**src/rtl/ro_pkg.sv**
```systemverilog
// Shared constants and the result-class type for the round-to-odd packer.
// Assumes the single-precision layout: 1 sign, 8 exponent and 23 fraction bits.
package ro_pkg;
    localparam int          FRAC_W  = 23;
    localparam int          EXPF_W  = 8;
    localparam int          BIAS    = 127;
    localparam int          EXP_MAX = 255;
    localparam logic [31:0] DEF_NAN = 32'h7FC0_0000;

    typedef enum logic [2:0] {
        K_NORM,
        K_OVF,
        K_FLUSH,
        K_NAN,
        K_INF,
        K_ZERO
    } kind_e;
endpackage

```
**src/rtl/ro_classify.sv**
```systemverilog
// Chooses the output class from the tags and the biased exponent.
// Assumes EXP_W >= 9, so that the bias fits in the signed sum.
module ro_classify
    import ro_pkg::*;
#(
    parameter int EXP_W = 10
) (
    input  logic [EXP_W-1:0]  in_exp,
    input  logic              in_nan,
    input  logic              in_inf,
    input  logic              in_zero,
    output kind_e             kind,
    output logic [EXPF_W-1:0] exp_field
);
    localparam int SW = EXP_W + 1;

    logic signed [SW-1:0] biased;

    // Sign-extend the exponent and add the bias.
    always_comb begin
        biased = $signed({in_exp[EXP_W-1], in_exp}) + $signed(SW'(BIAS));
    end

    // Apply the tag priority first, then the range checks.
    always_comb begin
        if (in_nan)
            kind = K_NAN;
        else if (in_inf)
            kind = K_INF;
        else if (in_zero)
            kind = K_ZERO;
        else if (biased >= $signed(SW'(EXP_MAX)))
            kind = K_OVF;
        else if (biased <= $signed(SW'(0)))
            kind = K_FLUSH;
        else
            kind = K_NORM;
    end

    assign exp_field = biased[EXPF_W-1:0];
endmodule

```
**src/rtl/ro_jam.sv**
```systemverilog
// Round-to-odd on the fraction: truncates the guard bits, then ORs the
// inexact indication into the fraction LSB. The fraction is never incremented.
// Assumes GUARD_W >= 1.
module ro_jam
    import ro_pkg::*;
#(
    parameter int GUARD_W = 3
) (
    input  logic [FRAC_W+GUARD_W-1:0] bits_in,
    input  logic                      sticky,
    output logic [FRAC_W-1:0]         frac,
    output logic                      inexact
);
    // Detect whether any discarded bit is nonzero.
    always_comb begin
        inexact = (|bits_in[GUARD_W-1:0]) | sticky;
    end

    // Keep the upper bits and force the LSB when the result is inexact.
    always_comb begin
        frac = bits_in[FRAC_W+GUARD_W-1:GUARD_W] | {{(FRAC_W-1){1'b0}}, inexact};
    end
endmodule

```
**src/rtl/ro_fp32_rounder.sv**
```systemverilog
// Packs an unrounded single-precision result with round-to-odd, overflow to
// signed infinity, flush-to-zero and default-NaN substitution.
// Assumes in_mant has its hidden one at the MSB whenever no tag is set.
// Keeps no exception flags. With OUT_REG=1 the result is registered.
module ro_fp32_rounder
    import ro_pkg::*;
#(
    parameter int EXP_W   = 10,
    parameter int GUARD_W = 3,
    parameter bit OUT_REG = 1'b1
) (
    input  logic                    clk,
    input  logic                    rst_n,
    input  logic                    in_sign,
    input  logic [EXP_W-1:0]        in_exp,
    input  logic [24+GUARD_W-1:0]   in_mant,
    input  logic                    in_sticky,
    input  logic                    in_nan,
    input  logic                    in_inf,
    input  logic                    in_zero,
    output logic [31:0]             result
);
    localparam int MANT_W = 24 + GUARD_W;

    kind_e             kind;
    logic [EXPF_W-1:0] exp_field;
    logic [FRAC_W-1:0] frac;
    logic              inexact;
    logic [31:0]       res_d;

    ro_classify #(.EXP_W(EXP_W)) u_class (
        .in_exp    (in_exp),
        .in_nan    (in_nan),
        .in_inf    (in_inf),
        .in_zero   (in_zero),
        .kind      (kind),
        .exp_field (exp_field)
    );

    ro_jam #(.GUARD_W(GUARD_W)) u_jam (
        .bits_in (in_mant[MANT_W-2:0]),
        .sticky  (in_sticky),
        .frac    (frac),
        .inexact (inexact)
    );

    // Build the packed word from the selected class.
    always_comb begin
        unique case (kind)
            K_NAN:          res_d = DEF_NAN;
            K_INF, K_OVF:   res_d = {in_sign, 8'hFF, 23'd0};
            K_ZERO, K_FLUSH: res_d = {in_sign, 31'd0};
            default:        res_d = {in_sign, exp_field, frac};
        endcase
    end

    generate
        if (OUT_REG) begin : g_reg
            logic [31:0] result_q;
            // Output register, cleared by the synchronous reset.
            always_ff @(posedge clk) begin
                if (!rst_n)
                    result_q <= 32'd0;
                else
                    result_q <= res_d;
            end
            assign result = result_q;
        end else begin : g_comb
            assign result = res_d;
        end
    endgenerate

    // Checks on the combinational result, one per requirement.
    p_nan_r5: assert property (@(posedge clk) disable iff (!rst_n)
        in_nan |-> res_d == 32'h7FC0_0000);
    p_inf_r6: assert property (@(posedge clk) disable iff (!rst_n)
        (in_inf && !in_nan) |-> res_d == {in_sign, 8'hFF, 23'd0});
    p_zero_r7: assert property (@(posedge clk) disable iff (!rst_n)
        (in_zero && !in_nan && !in_inf) |-> res_d == {in_sign, 31'd0});
    p_no_overflow_r3: assert property (@(posedge clk) disable iff (!rst_n)
        (kind == K_OVF) |-> (res_d[30:0] == 31'h7F80_0000 && res_d[31] == in_sign));
    p_flush_r4: assert property (@(posedge clk) disable iff (!rst_n)
        (kind == K_FLUSH) |-> (res_d[30:0] == 31'd0 && res_d[31] == in_sign));
    p_odd_r2: assert property (@(posedge clk) disable iff (!rst_n)
        (kind == K_NORM && ((|in_mant[GUARD_W-1:0]) || in_sticky)) |-> res_d[0]);
    p_trunc_r1: assert property (@(posedge clk) disable iff (!rst_n)
        (kind == K_NORM) |-> res_d[22:1] == in_mant[MANT_W-2:GUARD_W+1]);
    p_hidden_r1: assert property (@(posedge clk) disable iff (!rst_n)
        (kind == K_NORM) |-> in_mant[MANT_W-1]);
endmodule

```
**config.mk**
```make
export PLATFORM = sky130hd
export DESIGN_NAME = ro_fp32_rounder
export DESIGN_NICKNAME = d
export VERILOG_FILES = /design/src/rtl/ro_pkg.sv /design/src/rtl/ro_classify.sv /design/src/rtl/ro_jam.sv /design/src/rtl/ro_fp32_rounder.sv
export SDC_FILE = /design/constraint.sdc
export NUM_CORES = 1
export LEC_CHECK = 0
export CAP_MARGIN = 20
export CORE_MARGIN = 2
export CORE_UTILIZATION = 44
export DETAILED_ROUTE_END_ITERATION = 7
export PLACE_DENSITY = 0.86
export SLEW_MARGIN = 20
export SYNTH_ARGS = -nofsm -noshare
export SYNTH_HDL_FRONTEND = slang
export SYNTH_SLANG_ARGS = --single-unit
```
**constraint.sdc**
```tcl
create_clock -name clk -period 5.08 [get_ports clk]
set_input_delay 1.27 -clock clk [delete_from_list [all_inputs] [get_ports clk]]
set_output_delay 1.27 -clock clk [all_outputs]
set_load 0.005 [all_outputs]
```
; ---- Yosys cells after proc, flatten, opt, wreduce, memory -nomap -nowiden
; Index checks and enable logic that the tools add are counted.
[op_classes]
addsub = 1
n_mul = 0
div_mod_pow = 0
magnitude_cmp = 2
n_eq_ne = 5
shifts = 0
n_mux = 6
bitwise = 2
reduce_logical = 3
[op_table]
columns = op, n
row1 = case mux 32 bit (3 select lines), 1
row2 = OR 23 x 1 -> 23 bit, 1
row3 = two-way mux 3 bit, 4
row4 = adder 10 x 8 -> 11 bit (second input constant), 1
row5 = greater-or-equal comparator 11 x 9 -> 1 bit (second input constant), 1
row6 = <= comparator 11 x 1 -> 1 bit (second input constant), 1
row7 = == test 3 x 2 -> 1 bit (second input constant), 2
row8 = == test 3 bit (second input constant), 2
row9 = OR reduction 2 bit, 2
row10 = == test 3 x 1 -> 1 bit (second input constant), 1
row11 = OR reduction 3 bit, 1
row12 = two-way mux 2 bit, 1
row13 = OR 1 bit, 1
[totals]
regBits = 32
latchBits = 0
ramBits = 0
rom_bits = 0
out_inout_bits = 32
wordCells = 20
n_memories = 0

; ---- Logic depth before layout (Yosys ltp)
; Gate-level depths: netlist of the first run.
[logic_depth]
ltp_word = 10
mapped_depth = 11

; ---- By module
; Synthesis of the first run repeated with hierarchy kept, for this count alone.
[hier_totals]
cells_unflattened = 207
area_unflattened_um2 = 1878.1
[modules_own_cells]
columns = mod, n_inst, cells_per_inst, area_per_inst_um2, seq_area_each_um2
row1 = ro_fp32_rounder, 1, 133, 1351.3, 640.6
row2 = ro_classify, 1, 50, 344.1, 0.0
row3 = ro_jam, 1, 24, 182.7, 0.0

; ---- Least setup slack after synthesis of the first run
; Ideal clock, no wire load.
[synth_path]
path_kind = input -> register
from = input port in_exp[1]
to = register g_reg.result_q[10] (netlist: result[10])
setup_ps = 57
t_arrival_ps = 3366
required_time_ps = 5023
slack_ps = 1658
stages = 10
cell_sequence = buf_2 > inv_1 > ha_1 > clkbuf_1 > a41oi_2 > o21ai_0 > o311a_1 > a2111oi_4 > buf_6 > and2_4
[synth_via]
elab_chain_cells = 10
[synth_rtl]
columns = element, line
row1 = "start, declared", ro_fp32_rounder.sv:15  ; input logic [EXP_W-1:0] in_exp,
row2 = adder 10 x 8 -> 11 bit *, ro_classify.sv:21  ; biased = $signed({in_exp[EXP_W-1], in_exp}) + $signed(SW'(BIAS));
row3 = <= comparator 11 x 1 -> 1 bit, ro_classify.sv:34  ; else if (biased <= $signed(SW'(0)))
row4 = two-way mux 2 bit, ro_classify.sv:34
row5 = two-way mux 3 bit *, ro_classify.sv:32  ; else if (biased >= $signed(SW'(EXP_MAX)))
row6 = two-way mux 3 bit *, ro_classify.sv:30  ; else if (in_zero)
row7 = two-way mux 3 bit *, ro_classify.sv:28  ; else if (in_inf)
row8 = two-way mux 3 bit *, ro_classify.sv:26  ; if (in_nan)
row9 = "== test 3 bit, or another cell as far along", ro_fp32_rounder.sv:49  ; unique case (kind)
row10 = OR reduction 2 bit, ro_fp32_rounder.sv:49
row11 = case mux 32 bit (3 select lines) *, ro_fp32_rounder.sv:49
row12 = "end signal, assigned", ro_fp32_rounder.sv:65  ; result_q <= res_d;
row13 = "end, declared", ro_fp32_rounder.sv:59  ; logic [31:0] result_q;
; Every way passes the cells marked *; elsewhere a longest branch is shown, timed or not.
; A chain may end at the register's enable or synchronous reset.

; ---- Worst setup path after layout of the first run
[layout_path]
from = input port in_exp[1]
to = register g_reg.result_q[13] (netlist: result[13])
; The elaborated chain is that of the path after synthesis.

==> results of run 1 <==
-- layout make-up --
| type | count | area share (%) |
|---|---|---|
| Sequential cell | 32 | 26.8 |
| Multi-Input combinational cell | 110 | 36.4 |
| Timing Repair Buffer | 77 | 31.9 |
| Tap cell | 46 | 2.40 |
| Clock inverter | 1 | 0.209 |
| Clock buffer | 6 | 1.72 |
| Inverter | 4 | 0.627 |
-- placed cells by master (no fill, tap or decap), types with 2 or more instances in the layout --
master	count
nand2_1	8
nand4b_1	2
buf_4	3
o21ai_2	2
clkbuf_4	5
a311oi_1	2
nor4_1	4
dfxtp_1	32
ha_1	3
nand3_1	2
and2_4	20
o21a_1	3
and2_1	3
nand3b_1	2
o21ai_0	2
o21ai_1	2
inv_1	4
clkdlybuf4s50_1	74
a21oi_1	7
xnor2_1	4
nor2_1	9
nor2b_1	3
nor3_1	4
-- metrics by stage --
step	area [sq um]	worst slack (ns)	hold slack (ns)
6_report	2390	1.13	1.49
3_3_place_gp	2350	0.936	1.81
4_1_cts	2390	1.23	1.47
3_5_place_dp	2350	0.896	1.81
2_1_floorplan	1590	1.66	1.34
5_1_grt	2390	0.837	1.48
-- kinds of logic (layout without fill, tap and decap cells) --
logic type	Yosys count	after routing	synth area share (%)
simple gates	67	67	29.9
flops	32	32	40.2
buf+inv	14	88	5.03
fa+ha+maj	3	3	2.36
xor+xnor	5	5	2.75
compound gates	35	35	19.8
-- worst max path at each step --
stage	start	cells after the start	slack (ns)	endpoint
final	in_exp[1]	11	1.13	result[13]
after global placement	in_exp[1]	11	0.94	result[11]
after CTS	in_exp[1]	11	1.23	result[13]
after floorplan	in_exp[1]	10	1.66	result[10]
after detailed placement	in_exp[1]	11	0.90	result[19]
after global routing	in_exp[1]	11	0.84	result[13]
-- layer usage --
layer	track usage, %	wire length [um]	part of all wire (%)	up-vias
met5	0	0	0	-
met4	6.91	50	1.3	0
met3	4.23	232	6.1	7
met2	31.9	1900	50	53
met1	25.0	1610	42	625
li1	-	-	-	707
-- power breakdown --
group	leakage, nW	internal, mW	switching [mW]
combinational	0.611	0.0613	0.0433
clock	0.0281	0.0509	0.0735
sequential	0.262	0.259	0.00206
-- worst max-delay path, delay by kind of cell --
family,cells,cell delay [ns]
AO/OA/AOI/OAI,3,0.73
adder cells (fa/ha/maj),1,0.36
buffers and inverters,4,1.06
AND/OR/NAND/NOR,3,0.78
==> results by group, run 1 <==
Layout
  • Max reg flops: 32
  • Final core utilization: 70.1%
  • Non-Filler Instances: 276
  • Share of layout cells above drive strength 1: 19.6%
  • Fillcell total: 263
  • Final #Nets: 277
  • Area growth, synth to finish: 50.4%
  • Diodes inserted: 0
  • Area of the multi-input gates: 872 sq um
  • FF+latch area: 641 sq um

Global routing
  • Grt ovf: 0
  • Number of global-route vias before repair: 1299
  • Initial antenna violation count: 0
  • Largest net degree at the start of global routing: 23
  • First-pass GRT wire length: 6230 um
  • Gr usage total: 19.4%

Synthesis
  • Leading area contributor after synthesis: dfxtp_1
  • Post-synth EDFFs: 0
  • Most numerous cell in the Yosys netlist: dfxtp_1
  • Synthesized Nets: 203
  • Ys flop type: dfxtp_1
  • Commonest cells post-synth: dfxtp_1, and2_4, nor2_1, nand2_1, a21oi_1
  • Sequential area share after synthesis: 40.2%
  • Syn avg cell area: 10.2 sq um
  • Cell variety after synth: 51
  • Seq cells post-synth: 32
  • Async SR Flop Fraction: 0%
  • Mapped Area: 1590 sq um
  • Synth top area share: 40.2%
  • YS warnings: 0
  • Cells after synthesis: 156
  • Synth area leaders: dfxtp_1, and2_4, ha_1, a21oi_1, xnor2_1

Floorplanning
  • Ports: 76
  • Core area: 3420 sq um
  • Die ar.: 4120 sq um
  • Starting Density: 46.6%
  • FP Rows: 21
  • Die Wd: 64.2 um
  • Height of the die: 64.2 um

Hold path
  • Hold crit path type: in2reg
  • Hold-critical path depth: 3
  • Min-Delay Endpoint: result[31]
  • Min-delay src: in_sign

STA
  • F_max: 253 MHz
  • Minimum clock period: 3.95 ns
  • Final period utilization: 77.7%
  • Final hold viol count: 0
  • Final Setup Violations: 0
  • Slew Viols, Final: 0
  • Setup TNS: 0 ns
  • Worst slew pin tran: 0.525 ns
  • Unrepaired setup endpoints after global routing: no
  • Relative slew margins: 64.6%

Worst setup path
  • Worst path slowest cell: nor4_1
  • Worst path arrival time: 4.21 ns
  • Cell mode on critical path: buf_4
  • Worst EP required: 5.34 ns
  • Worst setup EP type: flip-flop
  • Critical-path cell list: clkdlybuf4s50_1, buf_4, inv_1, ha_1, nor4_1, nand2_1, a21oi_1, o211ai_2, a2111oi_4, buf_4, and2_4
  • Crit-path max FO: 22
  • Startpoint types: input port
  • Slowest Stage Delay on Critical Path: 0.47 ns
  • CP Class: in2reg

Clock tree
  • Clock slew at reported path FFs: 0.08 ns
  • CTS tree: yes
  • Resize count post-CTS: 0
  • CTS buffer count: 5
  • # Post-CTS Setup Buffers: 0
  • Htree depth: 2
  • Sink Count: 32
  • Max clock buf depth: 2
  • Clock Root Buffer: clkbuf_4
  • Hold-fix buffers, CTS: 0

Place
  • IO buf count: 74
  • Hpwl dp: 2950 um
  • Placed instance count: 269
  • Final GP Congestion: 0.857

Power
  • Power per Cell Area: 204 nW/um^2
  • Pleak: 0.900 nW
  • Pwr Total: 0.490 mW
  • Worst vdd ir: 0.172 mV

Detailed routing
  • Vias per Instance: 5.04
  • Wire length per cell: 13.7 um
  • Detail Route Antenna Nets: 0
  • DR pass1 iterations: 4
  • Final wirelength: 3790 um
  • Detailed Route Iter0 Violations: 56
  • Vias post-DR: 1392
  • Drc violations: 0

Job
  • MaxCap Viol Count: 0

Run status
  • Status: finished, final reports clean
Power figures use the tool's default switching activity.
==> run 2: changes to the inputs <==
--- a/config.mk
+++ b/config.mk
@@ -7,9 +7,9 @@
 export LEC_CHECK = 0
 export CAP_MARGIN = 20
 export CORE_MARGIN = 2
-export CORE_UTILIZATION = 44
+export CORE_UTILIZATION = 37
 export DETAILED_ROUTE_END_ITERATION = 7
-export PLACE_DENSITY = 0.86
+export PLACE_DENSITY = 0.77
 export SLEW_MARGIN = 20
 export SYNTH_ARGS = -nofsm -noshare
 export SYNTH_HDL_FRONTEND = slang
==> constraint.sdc (replaced) <==
create_clock -name clk -period 3.6 [get_ports clk]
set_input_delay 0.9 -clock clk [delete_from_list [all_inputs] [get_ports clk]]
set_output_delay 0.9 -clock clk [all_outputs]
set_load 0.005 [all_outputs]
==> run 2 against run 1 <==
Sequential power rose by 41%. Via count rose by 1.8%. Non-clock buffer count rose by 4. Largest cell class unchanged. Sequential share of layout area fell by 1.0 points. Power rose by 64%. Clock power rose by 130%. Global-route usage fell by 2.1 points. Largest power group unchanged. Clock-buffer cell count rose by 1. Final cell count rose by 2.9%. Wire length rose by 4.3%. Worst setup slack got worse by 0.66 ns. Design area rose by 4.1%.
==> results by group, run 2 (synthesized netlist as in run 1, its figures left out) <==
STA
  • F_max: 320 MHz
  • Final hold viol count: 0 (unchanged)
  • Final Setup Violations: 0 (unchanged)
  • Unrepaired setup endpoints after global routing: no (unchanged)
  • Minimum clock period: 3.13 ns
  • Setup TNS: 0 ns (unchanged)
  • Slew Viols, Final: 0 (unchanged)
  • Worst slew pin tran: 0.524 ns (was 0.525 ns)
  • Final period utilization: 86.9%
  • Relative slew margins: 64.7% (was 64.6%)

Floorplanning
  • Ports: 76 (unchanged)
  • Die ar.: 4850 sq um (was 4120 sq um)
  • Starting Density: 39.3% (was 46.6%)
  • Height of the die: 69.6 um (was 64.2 um)
  • FP Rows: 23 (was 21)
  • Core area: 4060 sq um (was 3420 sq um)
  • Die Wd: 69.6 um (was 64.2 um)

Worst setup path
  • Startpoint types: input port (unchanged)
  • Worst setup EP type: flip-flop (unchanged)
  • Crit-path max FO: 22 (unchanged)
  • Worst path slowest cell: clkdlybuf4s50_1 (was nor4_1)
  • Worst path arrival time: 3.35 ns (was 4.21 ns)
  • Worst EP required: 3.82 ns (was 5.34 ns)
  • CP Class: in2reg (unchanged)
  • Slowest Stage Delay on Critical Path: 0.48 ns (was 0.47 ns)
  • Critical-path cell list: clkdlybuf4s50_1, inv_1, ha_1, nor4_1, nand2_1, a21oi_1, o211ai_2, a2111oi_4, buf_12, and2_4 (was clkdlybuf4s50_1, buf_4, inv_1, ha_1, nor4_1, nand2_1, a21oi_1, o211ai_2, a2111oi_4, buf_4, and2_4)

Global routing
  • Gr usage total: 17.3% (was 19.4%)
  • Largest net degree at the start of global routing: 23 (unchanged)
  • First-pass GRT wire length: 6670 um (was 6230 um)
  • Initial antenna violation count: 0 (unchanged)
  • Number of global-route vias before repair: 1402 (was 1299)
  • Grt ovf: 0 (unchanged)

Detailed routing
  • Detail Route Antenna Nets: 0 (unchanged)
  • Vias post-DR: 1417 (was 1392)
  • Wire length per cell: 13.9 um (was 13.7 um)
  • DR pass1 iterations: 4 (unchanged)
  • Drc violations: 0 (unchanged)
  • Vias per Instance: 4.99 (was 5.04)
  • Detailed Route Iter0 Violations: 83 (was 56)
  • Final wirelength: 3950 um (was 3790 um)

Place
  • Hpwl dp: 3100 um (was 2950 um)
  • Dpl cell area: 2400 sq um (was 2350 sq um)
  • Final GP Congestion: 0.857 (about the same)
  • IO buf count: 74 (unchanged)

Clock tree
  • Resize count post-CTS: 0 (unchanged)
  • Sink Count: 32 (unchanged)
  • # Post-CTS Setup Buffers: 0 (unchanged)
  • Clock slew at reported path FFs: 0.06 ns (was 0.08 ns)
  • Hold-fix buffers, CTS: 0 (unchanged)
  • CTS buffer count: 5 (unchanged)
  • CTS tree: yes (unchanged)
  • Htree depth: 2 (unchanged)
  • Clock Root Buffer: clkbuf_8 (was clkbuf_4)
  • Max clock buf depth: 2 (unchanged)

Layout
  • Diodes inserted: 0 (unchanged)
  • Share of layout cells above drive strength 1: 21.4% (was 19.6%)
  • Area growth, synth to finish: 56.5% (was 50.4%)
  • Fillcell total: 367 (was 263)
  • Post-route cell area: 2490 sq um (was 2390 sq um)
  • Commonest cells after routing, fill and taps aside: clkdlybuf4s50_1, dfxtp_1, and2_4 (unchanged)
  • Final #Nets: 281 (was 277)
  • Most common cell after layout, fill and taps aside: clkdlybuf4s50_1 (unchanged)
  • Max reg flops: 32 (unchanged)
  • Final core utilization: 61.4% (was 70.1%)

Power
  • Power per Cell Area: 322 nW/um^2 (was 204 nW/um^2)
  • Pleak: 0.945 nW (was 0.900 nW)
  • Worst vdd ir: 0.230 mV (was 0.172 mV)

Job
  • MaxCap Viol Count: 0 (unchanged)

Run status
  • Status: finished, final reports clean (unchanged)

Hold path
  • Hold crit path type: in2reg (unchanged)
  • Min-delay src: in_sign (unchanged)
  • Hold-critical path depth: 3 (unchanged)
  • Min-Delay Endpoint: result[31] (unchanged)
[run 2: area by class of cell]
type	instances	area (sq um)	area share, %
Clock buffer	7	96.3	3.87
Sequential cell	32	641	25.7
Tap cell	50	62.6	2.51
Inverter	4	15.0	0.602
Multi-Input combinational cell	110	872	35.0
Timing Repair Buffer	81	806	32.3
[run 2: critical path: cells and delay by family]
kind	cells	cell delay, ns
AOI/OAI and AO/OA	3	0.75
and+or+nand+nor	3	0.69
buffers and inverters	3	0.77
adders and majority gates	1	0.23
[run 2: per-layer routing]
layer  wire length [um]  vias up  global-route usage (%)
li1                   -      710                       -
met4                 67        0                    5.98
met3                219        9                    4.07
met2               2020       56                    29.7
met1               1650      642                    21.3
met5                  0        -                       0
[run 2: worst max-delay path by stage]
| stage | startpoint | endpoint | cells past startpoint |
|---|---|---|---|
| 6_report | in_exp[1] | result[17] | 10 |
| 5_1_grt | in_exp[1] | result[17] | 10 |
| 4_1_cts | in_exp[1] | result[17] | 10 |
| 3_5_place_dp | in_exp[1] | result[17] | 10 |
| 3_3_place_gp | in_exp[1] | result[28] | 9 |
| 2_1_floorplan | in_exp[1] | result[10] | 10 |
[run 2: power by group]
part	switching, mW	internal, mW
Sequential	0.00295	0.366
Combinational	0.0619	0.0900
Clock	0.113	0.170
Total	0.178	0.625
[run 2: per-stage QoR]
| step | setup WS, ns | hold WS (ns) | total power [mW] | cells |
|---|---|---|---|---|
| 6_report | 0.473 | 1.15 | 0.804 | 284 |
| 5_1_grt | 0.250 | 1.18 | 0.843 | 284 |
| 3_3_place_gp | 0.232 | 1.44 | 0.525 | 277 |
| 4_1_cts | 0.498 | 1.14 | 0.815 | 284 |
| 3_5_place_dp | 0.217 | 1.43 | 0.528 | 277 |
| 2_1_floorplan | 0.548 | 0.972 | 0.440 | 156 |
==> run 3: changes to the inputs <==
--- a/config.mk
+++ b/config.mk
@@ -5,11 +5,13 @@
 export SDC_FILE = /design/constraint.sdc
 export NUM_CORES = 1
 export LEC_CHECK = 0
+export ABC_AREA = 1
 export CAP_MARGIN = 20
 export CORE_MARGIN = 2
-export CORE_UTILIZATION = 37
+export CORE_UTILIZATION = 35
+export CTS_CLUSTER_SIZE = 16
 export DETAILED_ROUTE_END_ITERATION = 7
-export PLACE_DENSITY = 0.77
+export PLACE_DENSITY = 0.75
 export SLEW_MARGIN = 20
 export SYNTH_ARGS = -nofsm -noshare
 export SYNTH_HDL_FRONTEND = slang
==> run 3 against run 2 <==
Core utilization is 3.3 points lower. Critical endpoint is now result[27]. Largest power group unchanged. Wire length is 22% lower. Clock power hardly changed. Non-clock buffer count is 6 lower. Die area is 3.5% lower.
==> results by group, run 3 <==
Synthesis
  • Synthesized Nets: 209 (was 203)
  • Mapped Area: 1450 sq um (was 1590 sq um)
  • Synth area leaders: dfxtp_1, nor3b_2, nand2_1, nand3_1, inv_1 (was dfxtp_1, and2_4, ha_1, a21oi_1, xnor2_1)
  • Cell variety after synth: 21 (was 51)
  • Most numerous cell in the Yosys netlist: nand2_1 (was dfxtp_1)
  • Seq cells post-synth: 32 (unchanged)
  • Syn avg cell area: 8.95 sq um (was 10.2 sq um)
  • Synth top area share: 44.2% (was 40.2%)
  • Async SR Flop Fraction: 0% (unchanged)
  • Commonest cells post-synth: nand2_1, dfxtp_1, nor3b_2, inv_1 (was dfxtp_1, and2_4, nor2_1, nand2_1, a21oi_1)
  • Sequential area share after synthesis: 44.2% (was 40.2%)
  • Post-synth EDFFs: 0 (unchanged)
  • YS warnings: 0 (unchanged)
  • Leading area contributor after synthesis: dfxtp_1 (unchanged)
  • Cells after synthesis: 162 (was 156)
  • Ys flop type: dfxtp_1 (unchanged)

Worst setup path
  • Slowest Stage Delay on Critical Path: 0.52 ns (was 0.48 ns)
  • CP startpoint: in_exp[0] (was in_exp[1])
  • Worst path slowest cell: clkdlybuf4s50_1 (unchanged)
  • Worst setup EP type: flip-flop (unchanged)
  • Crit-path max FO: 26 (was 22)
  • CP Class: in2reg (unchanged)
  • Cell mode on critical path: nand2_1
  • Worst path arrival time: 3.11 ns (was 3.35 ns)
  • Startpoint types: input port (unchanged)
  • Worst EP required: 3.75 ns (was 3.82 ns)
  • Critical-path cell list: clkdlybuf4s50_1, inv_1, ha_1, inv_1, nand2_1, nand2_1, nand2_1, nor2_1, nand3_1, nor2_1, nand2_2, nand3_2, nand2_2, nand2_4, o21ai_0 (was clkdlybuf4s50_1, inv_1, ha_1, nor4_1, nand2_1, a21oi_1, o211ai_2, a2111oi_4, buf_12, and2_4)

Floorplanning
  • Height of the die: 68.4 um (was 69.6 um)
  • Core area: 4000 sq um (was 4060 sq um)
  • Die ar.: 4670 sq um (was 4850 sq um)
  • FP Rows: 23 (unchanged)
  • Starting Density: 36.3% (was 39.3%)
  • Ports: 76 (unchanged)
  • Die Wd: 68.4 um (was 69.6 um)

Clock tree
  • CTS buffer count: 5 (unchanged)
  • Clock slew at reported path FFs: 0.06 ns (about the same)
  • # Post-CTS Setup Buffers: 0 (unchanged)
  • Max clock buf depth: 2 (unchanged)
  • Resize count post-CTS: 0 (unchanged)
  • Sink Count: 32 (unchanged)
  • Hold-fix buffers, CTS: 0 (unchanged)
  • Htree depth: 2 (unchanged)
  • Clock Root Buffer: clkbuf_8 (unchanged)
  • CTS tree: yes (unchanged)

Run status
  • Status: finished, final reports clean (unchanged)

Detailed routing
  • DR pass1 iterations: 4 (unchanged)
  • Drc violations: 0 (unchanged)
  • Detailed Route Iter0 Violations: 52 (was 83)
  • Vias post-DR: 1289 (was 1417)
  • Vias per Instance: 4.44 (was 4.99)
  • Final wirelength: 3090 um (was 3950 um)
  • Wire length per cell: 10.7 um (was 13.9 um)
  • Detail Route Antenna Nets: 0 (unchanged)

STA
  • Final hold viol count: 0 (unchanged)
  • Relative slew margins: 73.4% (was 64.7%)
  • Slew Viols, Final: 0 (unchanged)
  • Final period utilization: 82.4% (was 86.9%)
  • Setup TNS: 0 ns (unchanged)
  • F_max: 337 MHz (was 320 MHz)
  • Unrepaired setup endpoints after global routing: no (unchanged)
  • Final Setup Violations: 0 (unchanged)
  • Minimum clock period: 2.97 ns (was 3.13 ns)
  • Worst slew pin tran: 0.398 ns (was 0.524 ns)

Power
  • Pleak: 0.943 nW (was 0.945 nW)
  • Worst vdd ir: 0.149 mV (was 0.230 mV)
  • Pwr Total: 0.812 mW (was 0.804 mW)
  • Power per Cell Area: 349 nW/um^2 (was 322 nW/um^2)

Global routing
  • First-pass GRT wire length: 4420 um (was 6670 um)
  • Largest net degree at the start of global routing: 27 (was 23)
  • Number of global-route vias before repair: 1027 (was 1402)
  • Grt ovf: 0 (unchanged)
  • Initial antenna violation count: 0 (unchanged)
  • Gr usage total: 13.1% (was 17.3%)

Place
  • IO buf count: 74 (unchanged)
  • Final GP Congestion: 0.794 (was 0.857)
  • Hpwl dp: 2460 um (was 3100 um)

Hold path
  • Min-delay src: in_mant[25] (was in_sign)
  • Hold crit path type: in2reg (unchanged)

Layout
  • FF+latch area: 641 sq um (unchanged)
  • Diodes inserted: 0 (unchanged)
  • Most common cell after layout, fill and taps aside: clkdlybuf4s50_1 (unchanged)
  • Area of the multi-input gates: 701 sq um (was 872 sq um)
  • Final #Nets: 287 (was 281)
  • Max reg flops: 32 (unchanged)
  • Area growth, synth to finish: 60.3% (was 56.5%)
  • Commonest cells after routing, fill and taps aside: clkdlybuf4s50_1, nand2_1, dfxtp_1 (was clkdlybuf4s50_1, dfxtp_1, and2_4)
  • Fillcell total: 355 (was 367)
  • Share of layout cells above drive strength 1: 17.1% (was 21.4%)

Job
  • MaxCap Viol Count: 0 (unchanged)
run 3: changes by cell type in the layout (fill, tap and decap cells not counted), sizes merged, moves of 4 or more:
cell | previous run | this run
xnor2 | 4 | 0
nand2 | 8 | 42
nor2 | 9 | 14
inv | 4 | 17
nand3 | 2 | 12
nor3b | 1 | 23
a21oi | 8 | 1
and2 | 23 | 0
buf | 7 | 1
nor4 | 5 | 0
run 3: report_power, final:
part | switching, mW | leakage, nW | internal, mW | total [mW]
clock | 0.116 | 0.0503 | 0.170 | 0.286
combinational | 0.0627 | 0.630 | 0.0904 | 0.153
sequential | 0.00348 | 0.262 | 0.370 | 0.373
run 3: cell families (layout without fill, tap and decap cells):
family / after synthesis / after routing / synth area share [%]
AND/OR/NAND/NOR: 98 / 98 / 42.6
flip-flops: 32 / 32 / 44.2
buffers and inverters: 21 / 99 / 7.51
AO/OA/AOI/OAI: 8 / 8 / 3.11
adder cells (fa/ha/maj): 3 / 3 / 2.59
run 3: final timing paths:
| check | endpoint | cells past startpoint |
|---|---|---|
| setup / recovery | result[27] | 15 |
| hold / removal | result[22] | 3 |
run 3: stage by stage:
step	setup WS, ns	hold WS (ns)	cell area [sq um]	instances	util, %
2_1_floorplan	1.24	0.976	1450	162	-
3_3_place_gp	0.334	1.47	2230	283	55.7
3_5_place_dp	0.309	1.47	2230	283	55.7
4_1_cts	0.608	1.17	2320	290	58.1
5_1_grt	0.419	1.18	2320	290	58.1
6_report	0.634	1.18	2320	290	58.1
run 3: final cells by class:
| type | count | share of cell area (%) |
|---|---|---|
| repair buffers | 75 | 32.7 |
| clock buffers | 7 | 4.14 |
| well taps | 50 | 2.69 |
| multi-input cells | 109 | 30.1 |
| inverters | 17 | 2.74 |
| flip-flops and latches | 32 | 27.6 |
run 3: critical path, delay by kind of cell:
kind	cells	cell delay, ns
AOI/OAI and AO/OA	1	0.13
adders and majority gates	1	0.31
buffers and inverters	3	0.73
and+or+nand+nor	10	1.04
run 3: layer usage:
metal / wire, um / up-vias / GRT usage, %
li1: - / 680 / -
met4: 37 / 0 / 7.50
met5: 0 / - / 0
met2: 1430 / 58 / 21.8
met3: 430 / 2 / 6.58
met1: 1190 / 549 / 13.2
